[config.mk]
export PLATFORM = sky130hd
export DESIGN_NAME = vec_step_seq
export DESIGN_NICKNAME = d
export VERILOG_FILES = /design/src/rtl/vss_pkg.sv /design/src/rtl/vss_first.sv /design/src/rtl/vss_ctrl.sv /design/src/rtl/vss_dpath.sv /design/src/rtl/vec_step_seq.sv
export SDC_FILE = /design/constraint.sdc
export NUM_CORES = 1
export LEC_CHECK = 0
export ABC_CLOCK_PERIOD_IN_PS = 5000
export CAP_MARGIN = 30
export CORE_MARGIN = 2
export CORE_UTILIZATION = 24
export DETAILED_ROUTE_END_ITERATION = 6
export PLACE_DENSITY = 0.51
export SYNTH_ARGS = -nofsm -noshare
export SYNTH_HDL_FRONTEND = slang
export SYNTH_SLANG_ARGS = --single-unit
[constraint.sdc]
create_clock -name clk -period 5 [get_ports clk]
set_input_delay 0.75 -clock clk [delete_from_list [all_inputs] [get_ports clk]]
set_output_delay 0.75 -clock clk [all_outputs]
set_load 0.01 [all_outputs]
[src/rtl/vss_pkg.sv]
package vss_pkg;

  // Strobes from the control FSM to the datapath.
  typedef struct packed {
    logic load;     // latch the offered instruction
    logic issue;    // an element was taken, advance steps
    logic trap;     // save steps into the shadow, clear steps
    logic restore;  // copy the shadow back into the steps
    logic finish;   // instruction over, clear steps
  } vssStrb_t;

  typedef enum logic {
    ST_IDLE = 1'b0,
    ST_BUSY = 1'b1
  } vssState_t;

endpackage

[src/rtl/vss_first.sv]
// Lowest index i with from <= i < lim and mask[i] set.
module vss_first #(
  parameter int N  = 64,
  parameter int SW = 7
) (
  input  logic [N-1:0]  mask,
  input  logic [SW-1:0] lim,
  input  logic [SW-1:0] from,
  output logic          found,
  output logic [SW-1:0] idx
);
  always_comb begin
    found = 1'b0;
    idx   = '0;
    for (int i = N - 1; i >= 0; i--) begin
      if (mask[i] && (SW'(i) >= from) && (SW'(i) < lim)) begin
        found = 1'b1;
        idx   = SW'(i);
      end
    end
  end
endmodule

[src/rtl/vss_ctrl.sv]
module vss_ctrl
  import vss_pkg::*;
(
  input  logic     clk,
  input  logic     rstN,
  input  logic     inValid,
  input  logic     prefixOk,
  input  logic     hasElem,
  input  logic     uopReady,
  input  logic     trapIn,
  input  logic     rfiIn,
  output vssStrb_t strb,
  output logic     inReady,
  output logic     uopValid,
  output logic     instrDone,
  output logic     illegalOut
);
  vssState_t state, stateNxt;

  always_comb begin
    strb       = '0;
    inReady    = 1'b0;
    uopValid   = 1'b0;
    instrDone  = 1'b0;
    illegalOut = 1'b0;
    stateNxt   = state;
    unique case (state)
      ST_IDLE: begin
        inReady = !trapIn;
        if (trapIn) begin
          strb.trap = 1'b1;
        end else begin
          strb.restore = rfiIn;
          if (inValid) begin
            if (prefixOk) begin
              strb.load = 1'b1;
              stateNxt  = ST_BUSY;
            end else begin
              illegalOut = 1'b1;
            end
          end
        end
      end
      ST_BUSY: begin
        uopValid = hasElem;
        if (trapIn) begin
          strb.trap = 1'b1;
          stateNxt  = ST_IDLE;
        end else if (!hasElem) begin
          strb.finish = 1'b1;
          instrDone   = 1'b1;
          stateNxt    = ST_IDLE;
        end else begin
          strb.issue = uopReady;
        end
      end
      default: stateNxt = ST_IDLE;
    endcase
  end

  always_ff @(posedge clk) begin
    if (!rstN) state <= ST_IDLE;
    else       state <= stateNxt;
  end
endmodule

[src/rtl/vss_dpath.sv]
module vss_dpath
  import vss_pkg::*;
#(
  parameter int MAXVL = 64,
  parameter int REGW  = 7,
  parameter int SW    = 7,
  parameter int NOPS  = 3
) (
  input  logic             clk,
  input  logic             rstN,
  input  vssStrb_t         strb,
  input  logic [SW-1:0]    vecLen,
  input  logic [MAXVL-1:0] srcMask,
  input  logic [MAXVL-1:0] dstMask,
  input  logic             zeroMode,
  input  logic [REGW-1:0]  regIn [NOPS],
  input  logic             vecIn [NOPS],
  output logic             hasElem,
  output logic [SW-1:0]    srcStepOut,
  output logic [SW-1:0]    dstStepOut,
  output logic [REGW-1:0]  effOut [NOPS],
  output logic             raZero,
  output logic             zeroElem,
  output logic [SW-1:0]    shSrc,
  output logic [SW-1:0]    shDst
);
  localparam int IW   = (MAXVL > 1) ? $clog2(MAXVL) : 1;
  localparam int DOPS = NOPS - 1;  // last operand is the destination

  logic [SW-1:0]    vlR;
  logic [MAXVL-1:0] srcMaskR, dstMaskR;
  logic             zeroR;
  logic [REGW-1:0]  baseR [NOPS];
  logic             vecR  [NOPS];
  logic [SW-1:0]    srcStep, dstStep;

  logic          sFound, dFoundPred, dFound, dIsZero;
  logic [SW-1:0] sCand, dCandPred, dCand;

  vss_first #(.N(MAXVL), .SW(SW)) u_srcFind (
    .mask(srcMaskR), .lim(vlR), .from(srcStep), .found(sFound), .idx(sCand)
  );
  vss_first #(.N(MAXVL), .SW(SW)) u_dstFind (
    .mask(dstMaskR), .lim(vlR), .from(dstStep), .found(dFoundPred), .idx(dCandPred)
  );

  // Zeroing walks every destination element; otherwise skip by mask.
  always_comb begin
    if (zeroR) begin
      dCand   = dstStep;
      dFound  = dstStep < vlR;
      dIsZero = dFound && !dstMaskR[dstStep[IW-1:0]];
    end else begin
      dCand   = dCandPred;
      dFound  = dFoundPred;
      dIsZero = 1'b0;
    end
  end

  assign hasElem    = dFound && (dIsZero || sFound);
  assign srcStepOut = sCand;
  assign dstStepOut = dCand;
  assign zeroElem   = dIsZero;

  // Effective register numbers: sources follow the source step.
  for (genvar k = 0; k < NOPS; k++) begin : g_op
    logic [SW-1:0] stepSel;
    if (k == DOPS) begin : g_dst
      assign stepSel = dCand;
    end else begin : g_src
      assign stepSel = sCand;
    end
    assign effOut[k] = vecR[k] ? (baseR[k] + REGW'(stepSel)) : baseR[k];
  end

  assign raZero = (effOut[0] == '0);

  always_ff @(posedge clk) begin
    if (!rstN) begin
      vlR      <= '0;
      srcMaskR <= '0;
      dstMaskR <= '0;
      zeroR    <= 1'b0;
      for (int k = 0; k < NOPS; k++) begin
        baseR[k] <= '0;
        vecR[k]  <= 1'b0;
      end
      srcStep <= '0;
      dstStep <= '0;
      shSrc   <= '0;
      shDst   <= '0;
    end else begin
      if (strb.load) begin
        vlR      <= (vecLen > SW'(MAXVL)) ? SW'(MAXVL) : vecLen;
        srcMaskR <= srcMask;
        dstMaskR <= dstMask;
        zeroR    <= zeroMode;
        for (int k = 0; k < NOPS; k++) begin
          baseR[k] <= regIn[k];
          vecR[k]  <= vecIn[k];
        end
      end
      if (strb.trap) begin
        shSrc   <= srcStep;
        shDst   <= dstStep;
        srcStep <= '0;
        dstStep <= '0;
      end else if (strb.finish) begin
        srcStep <= '0;
        dstStep <= '0;
      end else if (strb.restore) begin
        srcStep <= shSrc;
        dstStep <= shDst;
      end else if (strb.issue) begin
        dstStep <= dCand + 1'b1;
        if (!dIsZero) srcStep <= sCand + 1'b1;
      end
    end
  end
endmodule

[src/rtl/vec_step_seq.sv]
module vec_step_seq
  import vss_pkg::*;
#(
  parameter int MAXVL = 64,
  parameter int REGW  = 7,
  localparam int SW   = $clog2(MAXVL + 1)
) (
  input  logic             clk,
  input  logic             rstN,
  input  logic             inValid,
  output logic             inReady,
  input  logic             prefixOk,
  input  logic [SW-1:0]    vecLen,
  input  logic [MAXVL-1:0] srcMask,
  input  logic [MAXVL-1:0] dstMask,
  input  logic             zeroMode,
  input  logic [REGW-1:0]  srcRegA,
  input  logic             srcVecA,
  input  logic [REGW-1:0]  srcRegB,
  input  logic             srcVecB,
  input  logic [REGW-1:0]  dstReg,
  input  logic             dstVec,
  output logic             uopValid,
  input  logic             uopReady,
  output logic [SW-1:0]    uopSrcStep,
  output logic [SW-1:0]    uopDstStep,
  output logic [REGW-1:0]  uopSrcA,
  output logic [REGW-1:0]  uopSrcB,
  output logic [REGW-1:0]  uopDst,
  output logic             uopRaZero,
  output logic             uopZero,
  output logic             instrDone,
  output logic             illegalOut,
  input  logic             trapIn,
  input  logic             rfiIn,
  output logic [SW-1:0]    shadowSrcStep,
  output logic [SW-1:0]    shadowDstStep
);
  localparam int NOPS = 3;

  vssStrb_t        strb;
  logic            hasElem;
  logic [REGW-1:0] regIn  [NOPS];
  logic            vecIn  [NOPS];
  logic [REGW-1:0] effOut [NOPS];

  assign regIn[0] = srcRegA;
  assign regIn[1] = srcRegB;
  assign regIn[2] = dstReg;
  assign vecIn[0] = srcVecA;
  assign vecIn[1] = srcVecB;
  assign vecIn[2] = dstVec;
  assign uopSrcA  = effOut[0];
  assign uopSrcB  = effOut[1];
  assign uopDst   = effOut[2];

  vss_ctrl u_ctrl (
    .clk(clk), .rstN(rstN), .inValid(inValid), .prefixOk(prefixOk),
    .hasElem(hasElem), .uopReady(uopReady), .trapIn(trapIn), .rfiIn(rfiIn),
    .strb(strb), .inReady(inReady), .uopValid(uopValid),
    .instrDone(instrDone), .illegalOut(illegalOut)
  );

  vss_dpath #(.MAXVL(MAXVL), .REGW(REGW), .SW(SW), .NOPS(NOPS)) u_dpath (
    .clk(clk), .rstN(rstN), .strb(strb), .vecLen(vecLen),
    .srcMask(srcMask), .dstMask(dstMask), .zeroMode(zeroMode),
    .regIn(regIn), .vecIn(vecIn), .hasElem(hasElem),
    .srcStepOut(uopSrcStep), .dstStepOut(uopDstStep), .effOut(effOut),
    .raZero(uopRaZero), .zeroElem(uopZero),
    .shSrc(shadowSrcStep), .shDst(shadowDstStep)
  );
endmodule

* Word level (Yosys, flattened, before mapping)
Memories as Yosys holds them, arrays and structs flattened.
Index checks and enable logic that the tools add are counted.
** Storage, ports and cells
- Memory bits (writable) :: 24
- Logic and storage cells :: 787
- Memories :: 2
- Flip-flop bits (word level) :: 165
- Output and inout bits :: 55
- Input port bits :: 167
** Operators by class
- Equality and inequality tests :: 1
- Order comparisons :: 195
- $add $sub $neg :: 5
- Bitwise gates (word level) :: 8
- Reduce and logical (&&, ||, !) cells :: 265
- Multiplexer cells :: 302
** Memory list
- u_dpath.baseR :: words 3, width 7, read ports 3, clocked after Yosys merged registers in 0, write ports 3, line vss_dpath.sv:33 : logic [REGW-1:0] baseR [NOPS];
- u_dpath.vecR :: words 3, width 1, read ports 3, clocked after Yosys merged registers in 0, write ports 3, line vss_dpath.sv:34 : logic vecR [NOPS];
** Operators with widths (count)
- two-way mux 7 bit :: 139
- >= comparator 6 x 7 -> 1 bit (first input constant) :: 64
- logical AND 1 bit :: 258
- >= comparator 5 x 7 -> 1 bit (first input constant) :: 32
- < comparator 6 x 7 -> 1 bit (first input constant) :: 32
- two-way mux 1 bit :: 159
- >= comparator 4 x 7 -> 1 bit (first input constant) :: 16
- < comparator 5 x 7 -> 1 bit (first input constant) :: 16
- >= comparator 3 x 7 -> 1 bit (first input constant) :: 8
- < comparator 4 x 7 -> 1 bit (first input constant) :: 8
- >= comparator 1 x 7 -> 1 bit (first input constant) :: 4
- >= comparator 2 x 7 -> 1 bit (first input constant) :: 4
- < comparator 3 x 7 -> 1 bit (first input constant) :: 4
- adder 7 bit :: 3
- adder 7 x 1 -> 7 bit (second input constant) :: 2
- < comparator 1 x 7 -> 1 bit (first input constant) :: 2
- < comparator 2 x 7 -> 1 bit (first input constant) :: 2
- two-way mux 6 bit :: 2
- > comparator 7 bit (second input constant) :: 1
- logical NOT 7 bit :: 1
- < comparator 6 x 7 -> 1 bit (second input constant) :: 1
- < comparator 7 bit :: 1
- binary-select mux 1 bit (select 6 bit) :: 1
- OR 1 bit :: 6
- other kinds (8) :: 10

* Depth between registers and ports, before layout
- Depth after elaboration :: 74
- Depth in mapped cells :: 23
- Gate-level depth less buffers :: 19

* Cells and area by module
Synthesis repeated with hierarchy kept, for this count alone.
** Unflattened totals
- Cell total of the unflattened synthesis :: 1657
- Area total of the unflattened synthesis :: 13874.6 um^2
** Modules (own cells, without submodules)
- vss_dpath :: seq. area each 4003.8 um^2, cells each 850, area an instance 9150.0 um^2, instances 1
- vss_first (u_dpath.u_dstFind) :: seq. area each 0.0 um^2, cells each 398, area an instance 2323.5 um^2, instances 1
- vss_first (u_dpath.u_srcFind) :: seq. area each 0.0 um^2, cells each 395, area an instance 2287.2 um^2, instances 1
- vss_ctrl :: seq. area each 20.0 um^2, cells each 14, area an instance 113.9 um^2, instances 1

* Worst setup path after synthesis
Ideal clock, no wire load.
- Path type :: reg-to-output
- Start point :: reg u_dpath.vlR[4]
- End point :: out uopRaZero
- Setup slack :: -696 ps
- Buffers on the path :: 3
- Required time :: 4250 ps
- Stages on the path, launching flop included :: 23
- Data arrival time :: 4946 ps
- Cells stage by stage :: dfxtp_1 buf_2 or3_1 buf_2 clkbuf_1 o211ai_1 o21ai_0 a311oi_1 o2111ai_1 o21ai_0 and3_1 a22oi_1 nor2_1 ha_1 inv_1 fa_1 xor2_1 nor2_1 a21oi_1 inv_1 or4_1 mux2_2 nor4_1
** Between the ends
- Longest elaborated chain between the ends :: 69
- Elaborated cells between the ends (all ways) :: 195
- Classes of those cells :: add/sub (1); order compare (64); mux (65); reduce/logical (65)
** RTL lines
- start, declared :: line vss_dpath.sv:30 : logic [SW-1:0] vlR;
- start signal, assigned :: line vss_dpath.sv:94 : vlR <= (vecLen > SW'(MAXVL)) ? SW'(MAXVL) : vecLen;
- < comparator 6 x 7 -> 1 bit :: line vss_first.sv:16 : if (mask[i] && (SW'(i) >= from) && (SW'(i) < lim)) begin
- logical AND 1 bit :: line vss_first.sv:16
- two-way mux 6 bit :: line vss_first.sv:16
- two-way mux 7 bit (62 in series) :: line vss_first.sv:16
- two-way mux 7 bit * :: line vss_first.sv:16
- named net uopSrcStep[0] :: line vec_step_seq.sv:25 : output logic [SW-1:0] uopSrcStep,
- adder 7 bit * :: line vss_dpath.sv:73 : assign effOut[k] = vecR[k] ? (baseR[k] + REGW'(stepSel)) : baseR[k];
- two-way mux 7 bit * :: line vss_dpath.sv:73
- named net uopSrcA[2] :: line vec_step_seq.sv:27 : output logic [REGW-1:0] uopSrcA,
- logical NOT 7 bit * :: line vss_dpath.sv:76 : assign raZero = (effOut[0] == '0);
- end, declared :: line vec_step_seq.sv:30 : output logic uopRaZero,
The timed path passes the listed nets; every way through them passes the cells marked *.

* Worst setup path after layout
- Start point :: reg u_dpath.vlR[0]
- End point :: out uopRaZero
** Between the ends
- Longest elaborated chain between the ends :: 69
- Elaborated cells between the ends (all ways) :: 195
- Classes of those cells :: add/sub (1); order compare (64); mux (65); reduce/logical (65)
** RTL lines (line)
- < comparator 6 x 7 -> 1 bit :: vss_first.sv:16
- logical AND 1 bit :: vss_first.sv:16
- two-way mux 6 bit :: vss_first.sv:16
- two-way mux 7 bit (62 in series) :: vss_first.sv:16
- two-way mux 7 bit * :: vss_first.sv:16
- adder 7 bit * :: vss_dpath.sv:73
- two-way mux 7 bit * :: vss_dpath.sv:73
- logical NOT 7 bit * :: vss_dpath.sv:76
Every way passes the cells marked *; elsewhere a longest branch is shown, timed or not.

==> impl_metrics.json <==
{
  "vias": 16600,
  "syn_to_final_growth_pct": 74.3,
  "final_layout_size_suffix_gt1_frac": 0.404,
  "fin_crit_sh": 1.21,
  "die_w_um": 238,
  "synth_edf_count": 24,
  "mostFrequentLayoutCells": "buf_4, clkdlybuf4s50_1, dfxtp_1",
  "cts_buffer_depth": 2,
  "port_buffers": 220,
  "drt-pass1-iter-count": 5,
  "synthCells": 1534,
  "yosys_warnings": 0,
  "drt_first_iter_violations": 1519,
  "critPathCaptureType": "output port",
  "row_count": 85,
  "grt_pass1_wl_um": 112000,
  "finalWirelength_um": 78200,
  "finalPower_mw": 4.26,
  "violations": "negative setup slack",
  "seq_area_frac_synth": 0.305,
  "finalSetupViolCount": 21,
  "syn_area_per_cell_um2": 8.59,
  "numCtsBuffers": 17,
  "power.density_nw_per_um2": 185,
  "slowest_delay_ns": 0.47,
  "path_class": "register to output port",
  "synth_cell_types": 99,
  "die_h_um": 238,
  "core_area_um2": 54000,
  "ys_seq_elements": 189,
  "slew_viol_final": 0,
  "grt_usage": 0.272,
  "clkLatencyLatePin_ns": 0.51,
  "clock_sinks": 189,
  "cp_num_buf_inv": 6,
  "fmax_mhz": 165,
  "worstSetupStartpointType": "register",
  "hold_viol": 0,
  "hold_path_class": "register to register",
  "syn_nets": 1728,
  "start_util": 0.244,
  "layout_commonest_cell": "buf_4",
  "cp_top_family": "compound AO/OA/AOI/OAI gates",
  "grt_max_degree": 122,
  "p_leak_nw": 9.86,
  "vias_per_cell": 5.51,
  "fin_nets": 2495,
  "ant_nets": 0,
  "slew_headroom": 0.426,
  "rsz0062_at_grt": "yes",
  "async_flop_share": 0,
  "worstPathRequired_ns": 4.25,
  "fin_skew_ns": 0.0135,
  "max_cap_violations": 0,
  "arrival_ns": 5.31,
  "cts_root_buf": "clkbuf_16",
  "netlist_area_um2": 13200,
  "path_clk_slew_ns": 0.08,
  "crit_top_cell": "buf_4",
  "path_max_fanout": 10,
  "gp_congestion": 0.972,
  "overflow": 0,
  "run_status": "finished, violations left",
  "drcViolationCount": 0,
  "tightest_slew_ns": 0.861,
  "synth-main-ff-cell": "dfxtp_1",
  "wl_per_cell_um": 26.0,
  "hpwl_um": 62200,
  "grt_pass1_vias": 16600,
  "io_pins": 222,
  "holdWs_ns": 0.481,
  "die_area_um2": 56800,
  "antenna_found_initial": 3,
  "cp_cell_sequence": "buf_12 > buf_4 > and4_1 > o221ai_2 > o21ai_1 > a311oi_4 > buf_4 > a2111oi_4 > o31ai_4 > and3_4 > a22oi_2 > nor2_4 > ha_4 > inv_2 > fa_2 > xor2_1 > nor2_1 > a21oi_2 > inv_1 > or4_1 > mux2_4 > nor4_4 > buf_2",
  "final_core_util": 0.425,
  "cts_hold_buf": 0,
  "ir_drop_mv": 0.271,
  "htree_levels": 4,
  "cts_tree": "done",
  "fin_crit_ns": 6.06,
  "critPathSlowestCell": "dfxtp_1",
  "timing.final.ws_setup_ns": -1.06
}
[Yosys cell counts, types with 23 or more instances]
| library cell | count | area [um^2] |
|---|---|---|
| nand3_1 | 40 | 200 |
| a21o_1 | 32 | 240 |
| o211ai_1 | 47 | 353 |
| edfxtp_1 | 24 | 721 |
| clkbuf_1 | 72 | 270 |
| a21oi_1 | 63 | 315 |
| o2111ai_1 | 27 | 236 |
| and2_1 | 42 | 263 |
| inv_1 | 51 | 191 |
| buf_2 | 32 | 160 |
| a22o_1 | 123 | 1080 |
| nand2_1 | 98 | 368 |
| nor2_1 | 81 | 304 |
| o21ai_0 | 89 | 445 |
| mux2i_1 | 23 | 230 |
| dfxtp_1 | 165 | 3300 |
| ha_1 | 24 | 300 |
[state kept, by name (all words and copies together) (netlist names)]
signal / count
u_ctrl.state: 1
u_dpath.shDst: 7
u_dpath.dstStep: 7
u_dpath.srcMaskR: 64
u_dpath.vlR: 7
u_dpath.zeroR: 1
u_dpath.vecR: 3
u_dpath.srcStep: 7
u_dpath.baseR: 21
u_dpath.shSrc: 7
u_dpath.dstMaskR: 64
[cells by family (layout without fill, tap and decap cells)]
family          after synthesis  count (layout)  synth area share
mux                          47              47            0.0500
simple gates                432             433             0.175
compound gates              643             643             0.373
fa+ha+maj                    27              27            0.0274
flops                       189             189             0.305
buf+inv                     179             958            0.0583
xor+xnor                     16              16            0.0106
other cells                   1               2          0.000285
[per-stage QoR]
stage               setup WS [ns]  TNS, ns  area [um^2]  std cells
floorplan                  -0.263   -0.263        13300       1534
global placement            -1.59   -17.06        20200       2896
detailed placement          -1.57   -17.79        20200       2896
CTS                         -1.01   -11.58        22400       2983
global route                -1.25   -16.03        23000       3010
finish                      -1.06   -12.65        23000       3011
[metal layers]
| metal | part of all wire | track usage | up-vias |
|---|---|---|---|
| met1 | 0.46 | 0.378 | 8294 |
| met3 | 0.058 | 0.0373 | 96 |
| met4 | 0.033 | 0.0983 | 0 |
| met2 | 0.45 | 0.428 | 591 |
| met5 | 0 | 0 | - |
| li1 | - | - | 7614 |
[what timing repair did]
item / CTS / global route
buffers inserted: 55 / 29
gates cloned: 5 / 3
pin swaps: 96 / 54
resized for setup: 347 / 74
setup endpoints to repair: 36 / 30
[cell type report]
class | instances | area [um^2]
fill | 5350 | 31100
timing repair buffer | 873 | 7590
antenna | 1 | 2.50
sequential | 189 | 4060
clock inverter | 14 | 204
tap | 696 | 871
clock buffer | 18 | 450
multi-input combinational | 1167 | 9590
inverter | 53 | 199
[power by group]
group / internal [mW] / switching [mW]
Combinational: 0.565 / 0.468
Clock: 0.877 / 0.703
Sequential: 1.58 / 0.0635
[final timing paths]
check                           start  cells past startpoint             endpoint  slack (ns)
setup / recovery       u_dpath.vlR[0]                     23            uopRaZero       -1.06
hold / removal    u_dpath.srcMaskR[5]                      1  u_dpath.srcMaskR[5]        0.48
setup reg to reg       u_dpath.vlR[6]                     21   u_dpath.dstStep[5]        0.50
hold reg to reg   u_dpath.srcMaskR[5]                      1  u_dpath.srcMaskR[5]        0.48
(Power assumes the default switching activity.)
